===== src/rtl/serial_feistel_core.sv =====
`timescale 1ns/1ps
module serial_feistel_core #(
  parameter int N      = 16,
  parameter int ROUNDS = 32
) (
  input  logic clk,
  input  logic rst_n,
  input  logic load_mode,
  input  logic din,
  input  logic key_in,
  input  logic start,
  output logic dout,
  output logic done
);
  localparam int BW = $clog2(N);
  localparam int RW = $clog2(ROUNDS);
  localparam int OW = $clog2(2 * N);
  localparam int LW = (N == 32) ? 6 : 5;

  typedef enum logic [1:0] {S_IDLE, S_RUN, S_OUT} state_t;

  state_t st;
  logic [N-1:0] a, b, k, t0, t1, t2;
  logic [BW-1:0] bi;
  logic [RW-1:0] rnd;
  logic [OW-1:0] oc;
  logic [LW-1:0] lf, lf_nx;

  generate
    if (N == 32) begin : g_lfsr6
      assign lf_nx = {lf[0] ^ lf[1], lf[LW-1:1]};
    end else begin : g_lfsr5
      assign lf_nx = {lf[0] ^ lf[2], lf[LW-1:1]};
    end
  endgenerate

  wire run      = (st == S_RUN);
  wire last_bit = (bi == BW'(N - 1));
  wire near1    = (bi == '0);
  wire near5    = (bi < BW'(5));

  wire x_r1  = near1 ? a[N-1]  : b[N-1];
  wire x_r5  = near5 ? a[N-5]  : b[N-5];
  wire k_r1  = near1 ? t0[N-1] : k[N-1];
  wire k_r5  = near5 ? t0[N-5] : k[N-5];
  wire cbit  = near1 ? lf[0] : (bi >= BW'(2));

  wire x_new = b[0] ^ (a[0] & x_r5) ^ x_r1 ^ k[0];
  wire t_new = k[0] ^ (t0[0] & k_r5) ^ k_r1 ^ cbit;

  assign done = (st == S_OUT);
  assign dout = done & b[0];

  always_ff @(posedge clk or negedge rst_n) begin
    if (!rst_n) begin
      st  <= S_IDLE;
      bi  <= '0;
      rnd <= '0;
      oc  <= '0;
      lf  <= '1;
      a   <= '0;
      b   <= '0;
      k   <= '0;
      t0  <= '0;
      t1  <= '0;
      t2  <= '0;
    end else begin
      case (st)
        S_IDLE: begin
          if (load_mode) begin
            a  <= {din, a[N-1:1]};
            b  <= {a[0], b[N-1:1]};
            t2 <= {key_in, t2[N-1:1]};
            t1 <= {t2[0], t1[N-1:1]};
            t0 <= {t1[0], t0[N-1:1]};
            k  <= {t0[0], k[N-1:1]};
          end else if (start) begin
            st  <= S_RUN;
            bi  <= '0;
            rnd <= '0;
            lf  <= '1;
          end
        end
        S_RUN: begin
          a  <= {x_new, a[N-1:1]};
          b  <= {a[0], b[N-1:1]};
          t2 <= {t_new, t2[N-1:1]};
          t1 <= {t2[0], t1[N-1:1]};
          t0 <= {t1[0], t0[N-1:1]};
          k  <= {t0[0], k[N-1:1]};
          bi <= last_bit ? '0 : bi + 1'b1;
          if (last_bit) begin
            lf  <= lf_nx;
            rnd <= rnd + 1'b1;
            if (rnd == RW'(ROUNDS - 1)) begin
              st <= S_OUT;
              oc <= '0;
            end
          end
        end
        S_OUT: begin
          a  <= {1'b0, a[N-1:1]};
          b  <= {a[0], b[N-1:1]};
          oc <= oc + 1'b1;
          if (oc == OW'(2 * N - 1)) st <= S_IDLE;
        end
        default: st <= S_IDLE;
      endcase
    end
  end
endmodule


===== config.mk =====
export PLATFORM = sky130hd
export DESIGN_NAME = serial_feistel_core
export DESIGN_NICKNAME = d
export VERILOG_FILES = /design/src/rtl/serial_feistel_core.sv
export SDC_FILE = /design/constraint.sdc
export NUM_CORES = 1
export LEC_CHECK = 0
export ABC_AREA = 0
export BUFFER_PORTS_ARGS = -buffer_cell sky130_fd_sc_hd__buf_2
export CORE_MARGIN = 4
export CORE_UTILIZATION = 45
export DETAILED_ROUTE_END_ITERATION = 7
export PLACE_DENSITY_LB_ADDON = 0.08
export SLEW_MARGIN = 5
export SYNTH_ARGS = -nofsm -noshare
export SYNTH_HDL_FRONTEND = slang
export SYNTH_SLANG_ARGS = --single-unit
export TNS_END_PERCENT = 5

===== constraint.sdc =====
create_clock -name clk -period 5.18 [get_ports clk]
set_input_delay 0.259 -clock clk [delete_from_list [all_inputs] [get_ports clk]]
set_output_delay 0.259 -clock clk [all_outputs]
set_load 0.02 [all_outputs]

=== Yosys cells after proc, flatten, opt, wreduce, memory -nomap -nowiden ===
Cells that the tools add are included.

* Bits in registers: 117
* Input bits: 6
* Output and inout bits: 2
* Logic and storage cells: 89

* $add $sub $neg: 3
* Order comparisons: 2
* Eq/ne operators: 11
* Muxes and demuxes: 38
* Bitwise operators: 10
* Reduce and logical (&&, ||, !) cells: 14

{| class="wikitable"
|+ Operators by type and width
! cell !! count
|-
| 16-bit one-hot mux with 2 select lines || 5
|-
| 16-bit 2-to-1 mux || 6
|-
| 16-bit one-hot mux with 3 select lines || 1
|-
| 5-bit 2-to-1 mux || 8
|-
| 5-bit one-hot mux with 2 select lines || 3
|-
| 4-bit 2-to-1 mux || 3
|-
| 5-bit by 1-bit adder with 5-bit output (second input constant) || 2
|-
| 5-bit == test (second input constant) || 2
|-
| 2-bit 2-to-1 mux || 5
|-
| 4-bit one-hot mux with 2 select lines || 1
|-
| 1-bit XOR || 7
|-
| 2-bit by 1-bit inequality test with 1-bit output (second input constant) || 3
|-
| 2-bit inequality test (second input constant) || 3
|-
| 2-bit one-hot mux with 3 select lines || 1
|-
| 2-bit AND reduction || 3
|-
| 3-bit AND reduction || 2
|-
| 2-bit nonzero test || 3
|-
| 1-bit 2-to-1 mux || 5
|-
| 5-bit AND reduction || 1
|-
| 4-bit by 1-bit adder with 4-bit output (second input constant) || 1
|-
| 4-bit == test (second input constant) || 1
|-
| 4-bit by 2-bit greater-or-equal comparator with 1-bit output (second input constant) || 1
|-
| 4-bit zero test || 1
|-
| 4-bit by 3-bit less-than comparator with 1-bit output (second input constant) || 1
|-
| other kinds (7) || 9
|}

=== Logic depth before layout (Yosys ltp) ===
Gate-level depths: netlist (run 1).

* Depth after elaboration: 7
* Gate-level depth with buffers: 9
* Gate-level depth less buffers: 8

=== Worst setup path before layout (run 1) ===
No wires, ideal clock.

* Path kind: register to register
* From: register bi[0]
* To: register t2[15]
* Data arrival time: 1.749 ns
* Required time: 5.060 ns
* Setup slack: 3.311 ns
* Cell stages (with the launch flop): 7
* Cells stage by stage: dfrtp_1 > inv_1 > ha_1 > nor3b_2 > mux2i_1 > xnor3_1 > a31o_1

* Word-level cells in the longest chain between the ends: 7

{| class="wikitable"
|+ Ends and longest elaborated chain
! what !! RTL line !! text
|-
| from (decl) || 24 || <nowiki>logic [BW-1:0] bi;</nowiki>
|-
| from (signal assigned) || 91 || <nowiki>bi <= last_bit ? '0 : bi + 1'b1;</nowiki>
|-
| 4-bit by 3-bit less-than comparator with 1-bit output || 40 || <nowiki>wire near5 = (bi < BW'(5));</nowiki>
|-
| 1-bit 2-to-1 mux || 45 || <nowiki>wire k_r5 = near5 ? t0[N-5] : k[N-5];</nowiki>
|-
| 1-bit bitwise AND || 49 || <nowiki>wire t_new = k[0] ^ (t0[0] & k_r5) ^ k_r1 ^ cbit;</nowiki>
|-
| 1-bit XOR (2 in a row) || 49 ||
|-
| 1-bit XOR (*) || 49 ||
|-
| 16-bit one-hot mux with 2 select lines (*) || 68 || <nowiki>case (st)</nowiki>
|-
| to (signal assigned) || 73 || <nowiki>t2 <= {key_in, t2[N-1:1]};</nowiki>
|-
| to (signal assigned) || 87 || <nowiki>t2 <= {t_new, t2[N-1:1]};</nowiki>
|-
| to (decl) || 23 || <nowiki>logic [N-1:0] a, b, k, t0, t1, t2;</nowiki>
|}

Every way passes the cells marked *; elsewhere a longest branch is shown, timed or not.
A chain may end at the register's enable or synchronous reset.

=== Worst setup path after layout (run 1) ===
* From: register st[0]
* To: register t1[3]

* Word-level cells in the longest chain between the ends: 3

{| class="wikitable"
|+ Ends and longest elaborated chain
! what !! RTL line !! text
|-
| from (decl) || 22 || <nowiki>state_t st;</nowiki>
|-
| from (signal assigned) || 56 || <nowiki>st <= S_IDLE;</nowiki>
|-
| from (signal assigned) || 78 || <nowiki>st <= S_RUN;</nowiki>
|-
| from (signal assigned) || 96 || <nowiki>st <= S_OUT;</nowiki>
|-
| 2-bit zero test or 2-bit by 1-bit == test with 1-bit output (tied branches) || 68 ||
|-
| 2-bit inequality test (no line) or 2-bit nonzero test (tied branches) || n/a ||
|-
| 2-bit AND reduction (no line) || n/a ||
|-
| to (signal assigned) || 74 || <nowiki>t1 <= {t2[0], t1[N-1:1]};</nowiki>
|-
| to (signal assigned) || 88 || <nowiki>t1 <= {t2[0], t1[N-1:1]};</nowiki>
|-
| to (decl) || 23 ||
|}

Several ways; a longest one is shown, not always the timed one.

==> out/results.txt, run 1 <==
status -> finished, final reports clean
Total GRT Usage -> 13.42%
Synth Instances -> 364
synthesized flop and latch total -> 117
Yosys Warn Count -> 0
Synth cell types -> 48
crit path buf inv count -> 2
Post-CTS Resized -> 0
startpoint types -> register
Detail Route Antenna Nets -> 0
top_reg_cell synth -> dfrtp_1
share of synthesized registers carrying an async set or reset -> 100.0%
final hold vios -> 0
die span in y -> 113.2 µm
P_leak -> 0.002765 µW
min-delay src -> din
worst skew pair latency -> 0.51 ns
CTS tree -> built
Max VDD drop -> 0.0003312 V
Worst R2R End -> t1[3]
GRT overflow -> 0
Worst Reg-to-Reg Cells -> 6
first-pass GRT wire length -> 13,590 µm
clk_skew -> 0.006546 ns
DRC Markers -> 0
Seq/Total Area, Yosys -> 58.96%
Die W -> 113.2 µm
endpoints failing setup -> 0
critical path data arrival time -> 3.32 ns
max_cap viols -> 0
Rel. slew slack -> 23.17%
Layout Nets -> 393
CTS root buf -> clkbuf_8
worst path cell trace -> inv_1 -> ha_1 -> nor2b_1 -> a21oi_4 -> buf_4 -> mux2_2
wirelength, routed -> 7425 µm
FF-to-FF Start -> st[0]
global placer's final weighted congestion -> 0.7309
Post-Layout Cell Count -> 528
Tightest Pin Transition -> 1.150 ns
Port Buf Inserts -> 7
Die ar. -> 12,800 µm²
Crit. Startpoint -> st[0]
num rows -> 38
Min-Delay Path Class -> primary input to register
filler instances -> 949
Max Slew Vio Count -> 0
layout cells sized above 1 -> 36.34%
EDFF count, synth -> 0
Worst EP required -> 5.58 ns
1st-pass router iterations -> 4
Core Region -> 10,840 µm²
Initial Util -> 45.90%
# Post-CTS Setup Buffers -> 0
H-tree levels -> 4
Syn-to-layout area delta -> 13.65%
worst setup path class -> register to register
TNS Setup -> 0 ns
PwrDens -> 576.1 nW/µm²
CP Max Fanout -> 40
dpl cells -> 497
via count -> 2,725
WL per Instance -> 14.06 µm
area share of the largest cell type after synthesis -> 56.32%
CTS sink count -> 117
Avg Cell Area, Syn -> 13.67 µm²
Tmin final -> 2.925 ns
Worst-path clk slew -> 0.05 ns
DRT iter0 DRCs -> 130
RSZ-0062 raised after global routing -> false
critical-path cell with the highest stage delay -> a21oi_4
Mapped Area -> 4976 µm²
syn_nets -> 380
# IOs -> 8
via/cell ratio -> 5.161
CP delay by family, top -> compound AO/OA/AOI/OAI gates
Area contributors post-synth -> dfrtp_1 56%, mux2_2 21%, dfstp_2 2.6%, ha_1 2.5%, o21ai_0 1.5%
Fin Hold WS -> 0.04860 ns
HPWL Detailed -> 4527 µm
final period utilization -> 56.46%
crit-path max cell delay -> 0.89 ns
initial antenna violation count -> 0
fmax -> 0.3419 GHz
largest net degree at the start of global routing -> 65
leading area contributor after synthesis -> dfrtp_1
TritonCTS buffer count -> 17
R2R Setup Slk -> 2.26 ns
clk buf depth -> 2
Hold Path Sink -> a[15]
vias in the first global route -> 2,948
hold depth -> 3
Inserted Diodes -> 0
Critical Path End Type -> register
## timing repair
action | 4_1_cts | 5_1_grt
setup endpoints to repair | 0 | 0
hold buffers | 1 | 0
hold endpoints to repair | 62 | 0
## stage by stage
stage | total power, µW | worst slack [ns] | util (%) | instance area (µm²)
after floorplan | 2113 | 3.311 | - | 4976
after global placement | 2265 | 2.286 | 47.37 | 5135
after detailed placement | 2294 | 2.232 | 47.37 | 5135
after CTS | 3315 | 2.225 | 52.17 | 5655
after global routing | 3482 | 1.989 | 52.17 | 5655
final | 3258 | 2.255 | 52.17 | 5655
## cells in the final DEF (no fill, tap or decap), types with 2 or more instances in the layout
cell type,count
a22o_1,2
nor2b_1,5
clkinv_2,3
buf_4,5
xnor2_1,3
mux2_2,92
a31oi_1,3
clkbuf_1,5
nand4_1,3
clkbuf_16,16
buf_2,6
dfrtp_1,112
and2_1,2
o21ai_0,15
mux2_1,2
mux2i_1,3
o21ai_2,2
a21oi_1,8
nand3_1,5
nand2_1,17
dfstp_2,5
nor2_1,13
ha_1,10
o21ai_1,2
a32o_1,2
and3_1,3
nand2b_1,2
a2bb2oi_1,2
inv_1,7
o22a_1,4
xor2_1,2
clkbuf_8,5
nor3_1,3
## cell families after synthesis
family	Yosys count	synth area share, %
compound gates	50	6.714
simple gates	59	6.160
fa+ha+maj	10	2.514
flops	117	58.96
mux	97	21.88
xor+xnor	6	1.333
buf+inv	25	2.439
## worst register-to-register path: stages, from the launching register on
cell     delay (ns)
dfrtp_1        0.38
inv_1          0.10
ha_1           0.40
nor2b_1        0.19
a21oi_4        0.89
buf_4          0.47
mux2_2         0.38
## layer usage
metal / global-route usage [%] / part of all wire, % / up-vias
met5: 0 / 0 / -
met4: 6.010 / 1.7 / 0
met3: 5.294 / 2.9 / 12
met2: 20.73 / 47 / 17
met1: 16.70 / 48 / 1372
li1: - / - / 1324
## state kept, by name (all words and copies together) (netlist names)
register	flops
a	16
k	16
t1	16
st	2
oc	5
rnd	5
t0	16
lf	5
b	16
t2	16
bi	4
## power breakdown
part           leakage [µW]  internal, µW  switching, µW
registers           0.00158          1150            125
clock network      0.000251           629            367
logic              0.000939           502            488
total               0.00276          2280            980
## synthesized netlist by cell type (2+ instances only)
cell / count
o21ai_0: 15
ha_1: 10
mux2i_1: 3
a2bb2oi_1: 2
nand2_1: 17
a22o_1: 2
a21oi_1: 8
xnor2_1: 3
nand4_1: 3
nor2_1: 13
nor2b_1: 5
a32o_1: 2
o22a_1: 4
a31oi_1: 3
mux2_2: 92
o21ai_1: 3
nand2b_1: 2
dfrtp_1: 112
xor2_1: 2
mux2_1: 2
inv_1: 7
dfstp_2: 5
and2_1: 2
and3_1: 3
buf_2: 13
nor3_1: 3
clkbuf_1: 3
nand3_1: 5
## cell type report
class / instances / area, µm² / share of cell area (%)
clock buffers: 26 / 488.0 / 8.628
clock inverters: 4 / 22.52 / 0.3982
inverters: 7 / 26.28 / 0.4646
multi-input cells: 222 / 1932 / 34.16
flip-flops and latches: 117 / 2934 / 51.88
well taps: 140 / 175.2 / 3.097
repair buffers: 12 / 77.57 / 1.372
## worst max path at each step
stage,end,cells past startpoint
6_report,t1[3],6
5_1_grt,t1[3],6
4_1_cts,t1[4],6
3_5_place_dp,t1[4],6
3_3_place_gp,t0[11],6
2_1_floorplan,t2[15],6
Power figures use the tool's default switching activity.
==> inputs of run 2 (changes only) <==
clock period = 2.6 ns   (was 5.18 ns; I/O delays follow)
==> out/results.txt, run 2 (synthesized netlist as in run 1, its figures left out) <==
startpoint types -> register
CTS sink count -> 117
CP delay by family, top -> compound AO/OA/AOI/OAI gates
Sw Pwr -> 2014 µW
vias in the first global route -> 2,923
CTS tree -> built
Syn-to-layout area delta -> 16.34%
Min-Delay Path Class -> primary input to register
PwrDens -> 1185 nW/µm²
final period utilization -> 82.97%
endpoints failing setup -> 0
CP Max Fanout -> 15
DRC Markers -> 0
TritonCTS buffer count -> 17
Critical Path End Type -> register
Inserted Diodes -> 0
Max Used Layer -> met4
Rel. slew slack -> 53.16%
critical-path cell with the highest stage delay -> o21ai_2
die span in y -> 113.2 µm
WL per Instance -> 14.05 µm
clk_skew -> 0.006475 ns
Worst EP required -> 2.98 ns
min-delay src -> key_in
Net Sw Frac -> 29.37%
H-tree levels -> 4
Layout Nets -> 396
clock network power share -> 33.6%
fmax -> 0.4635 GHz
worst skew pair latency -> 0.51 ns
Worst-path clk slew -> 0.06 ns
P_int -> 4844 µW
Tmin final -> 2.157 ns
wire length on met1 -> 3765 µm
wirelength, routed -> 7491 µm
GRT overflow -> 0
Initial Util -> 45.90%
met3 wire len -> 214 µm
worst setup path class -> register to register
filler instances -> 914
num rows -> 38
FF-to-FF Start -> st[1]
Die W -> 113.2 µm
CTS root buf -> clkbuf_8
global placer's final weighted congestion -> 0.7298
Seq pwr share -> 37.0%
HPWL Detailed -> 4439 µm
met2 WL -> 3331 µm
P_leak -> 0.002823 µW
Core Region -> 10,840 µm²
first-pass GRT wire length -> 13,970 µm
critical path data arrival time -> 2.53 ns
initial antenna violation count -> 0
RSZ-0062 raised after global routing -> false
Tightest Pin Transition -> 0.7026 ns
DRT iter0 DRCs -> 107
Total GRT Usage -> 13.61%
Crit. Startpoint -> st[1]
Detail Route Antenna Nets -> 0
crit-path max cell delay -> 0.57 ns
final hold vios -> 0
Gate power share -> 29.4%
Max VDD drop -> 0.0006354 V
most frequent cells in the layout -> 112 x dfrtp_1, 92 x mux2_2, 17 x nand2_1
commonest non-fill, non-tap cell in the layout -> dfrtp_1
max_cap viols -> 0
Die ar. -> 12,800 µm²
Post-Layout Cell Count -> 533
status -> finished, final reports clean
TNS Setup -> 0 ns
largest net degree at the start of global routing -> 65
layout cells sized above 1 -> 37.15%
via/cell ratio -> 5.150
crit path buf inv count -> 1
1st-pass router iterations -> 4
via count -> 2,745
worst path cell trace -> inv_1 -> ha_1 -> nor2b_1 -> o21ai_2 -> nor3_1 -> a21oi_1 -> o21ai_0
# IOs -> 8
Max Slew Vio Count -> 0
clk buf depth -> 2
dpl cells -> 498
Port Buf Inserts -> 7
-- run 2: cell type report --
cell class / instances / area, µm² / area share [%]
timing repair buffer: 15 / 130.1 / 2.248
sequential: 117 / 2934 / 50.68
clock buffer: 23 / 466.7 / 8.061
clock inverter: 9 / 125.1 / 2.161
tap: 140 / 175.2 / 3.026
multi-input combinational: 222 / 1932 / 33.37
inverter: 7 / 26.28 / 0.4539
-- run 2: layer usage --
metal / track usage (%) / vias up
met2: 19.51 / 35
met3: 4.866 / 16
li1: - / 1329
met1: 18.31 / 1365
met4: 6.731 / 0
met5: 0 / -
-- run 2: power groups by stage --
stage	sequential [µW]	combinational, µW	clock, µW
floorplan	2470	1740	0
global placement	2550	1990	0
detailed placement	2570	2030	0
CTS	2540	2050	2370
global route	2600	2230	2460
finish	2540	2020	2310
-- run 2: what timing repair did --
action	CTS	global route
resized for setup	0	0
hold endpoints to repair	50	0
setup buffers	0	0
setup endpoints to repair	0	0
hold buffers	3	0
-- run 2: path summary, 6_finish.rpt --
path / endpoint / slack, ns / cells after the start
worst min-delay path: t2[15] / 0.11 / 5
worst max register to register: rnd[3] / 0.44 / 7
worst min register to register: k[0] / 0.48 / 1
min in group asynchronous: oc[0] / 0.21 / 2
max in group asynchronous: t2[0] / 1.62 / 3
worst max-delay path: rnd[3] / 0.44 / 7
-- run 2: per-stage QoR --
step	setup slack [ns]	total power, µW	instance area (µm²)	util, %	hold slack, ns
after floorplan	0.7309	4209	4976	-	-0.1656
after global placement	0.5662	4543	5167	47.67	0.2322
after detailed placement	0.4770	4602	5167	47.67	0.2293
after CTS	0.4586	6960	5789	53.40	0.09167
after global routing	0.2601	7295	5789	53.40	0.1294
final	0.4427	6859	5789	53.40	0.1063
-- run 2: worst min-delay path: cells and delay by family --
family	cells	cell delay [ns]
AND/OR/NAND/NOR	1	0.07
buffers and inverters	1	0.08
AO/OA/AOI/OAI	3	0.30
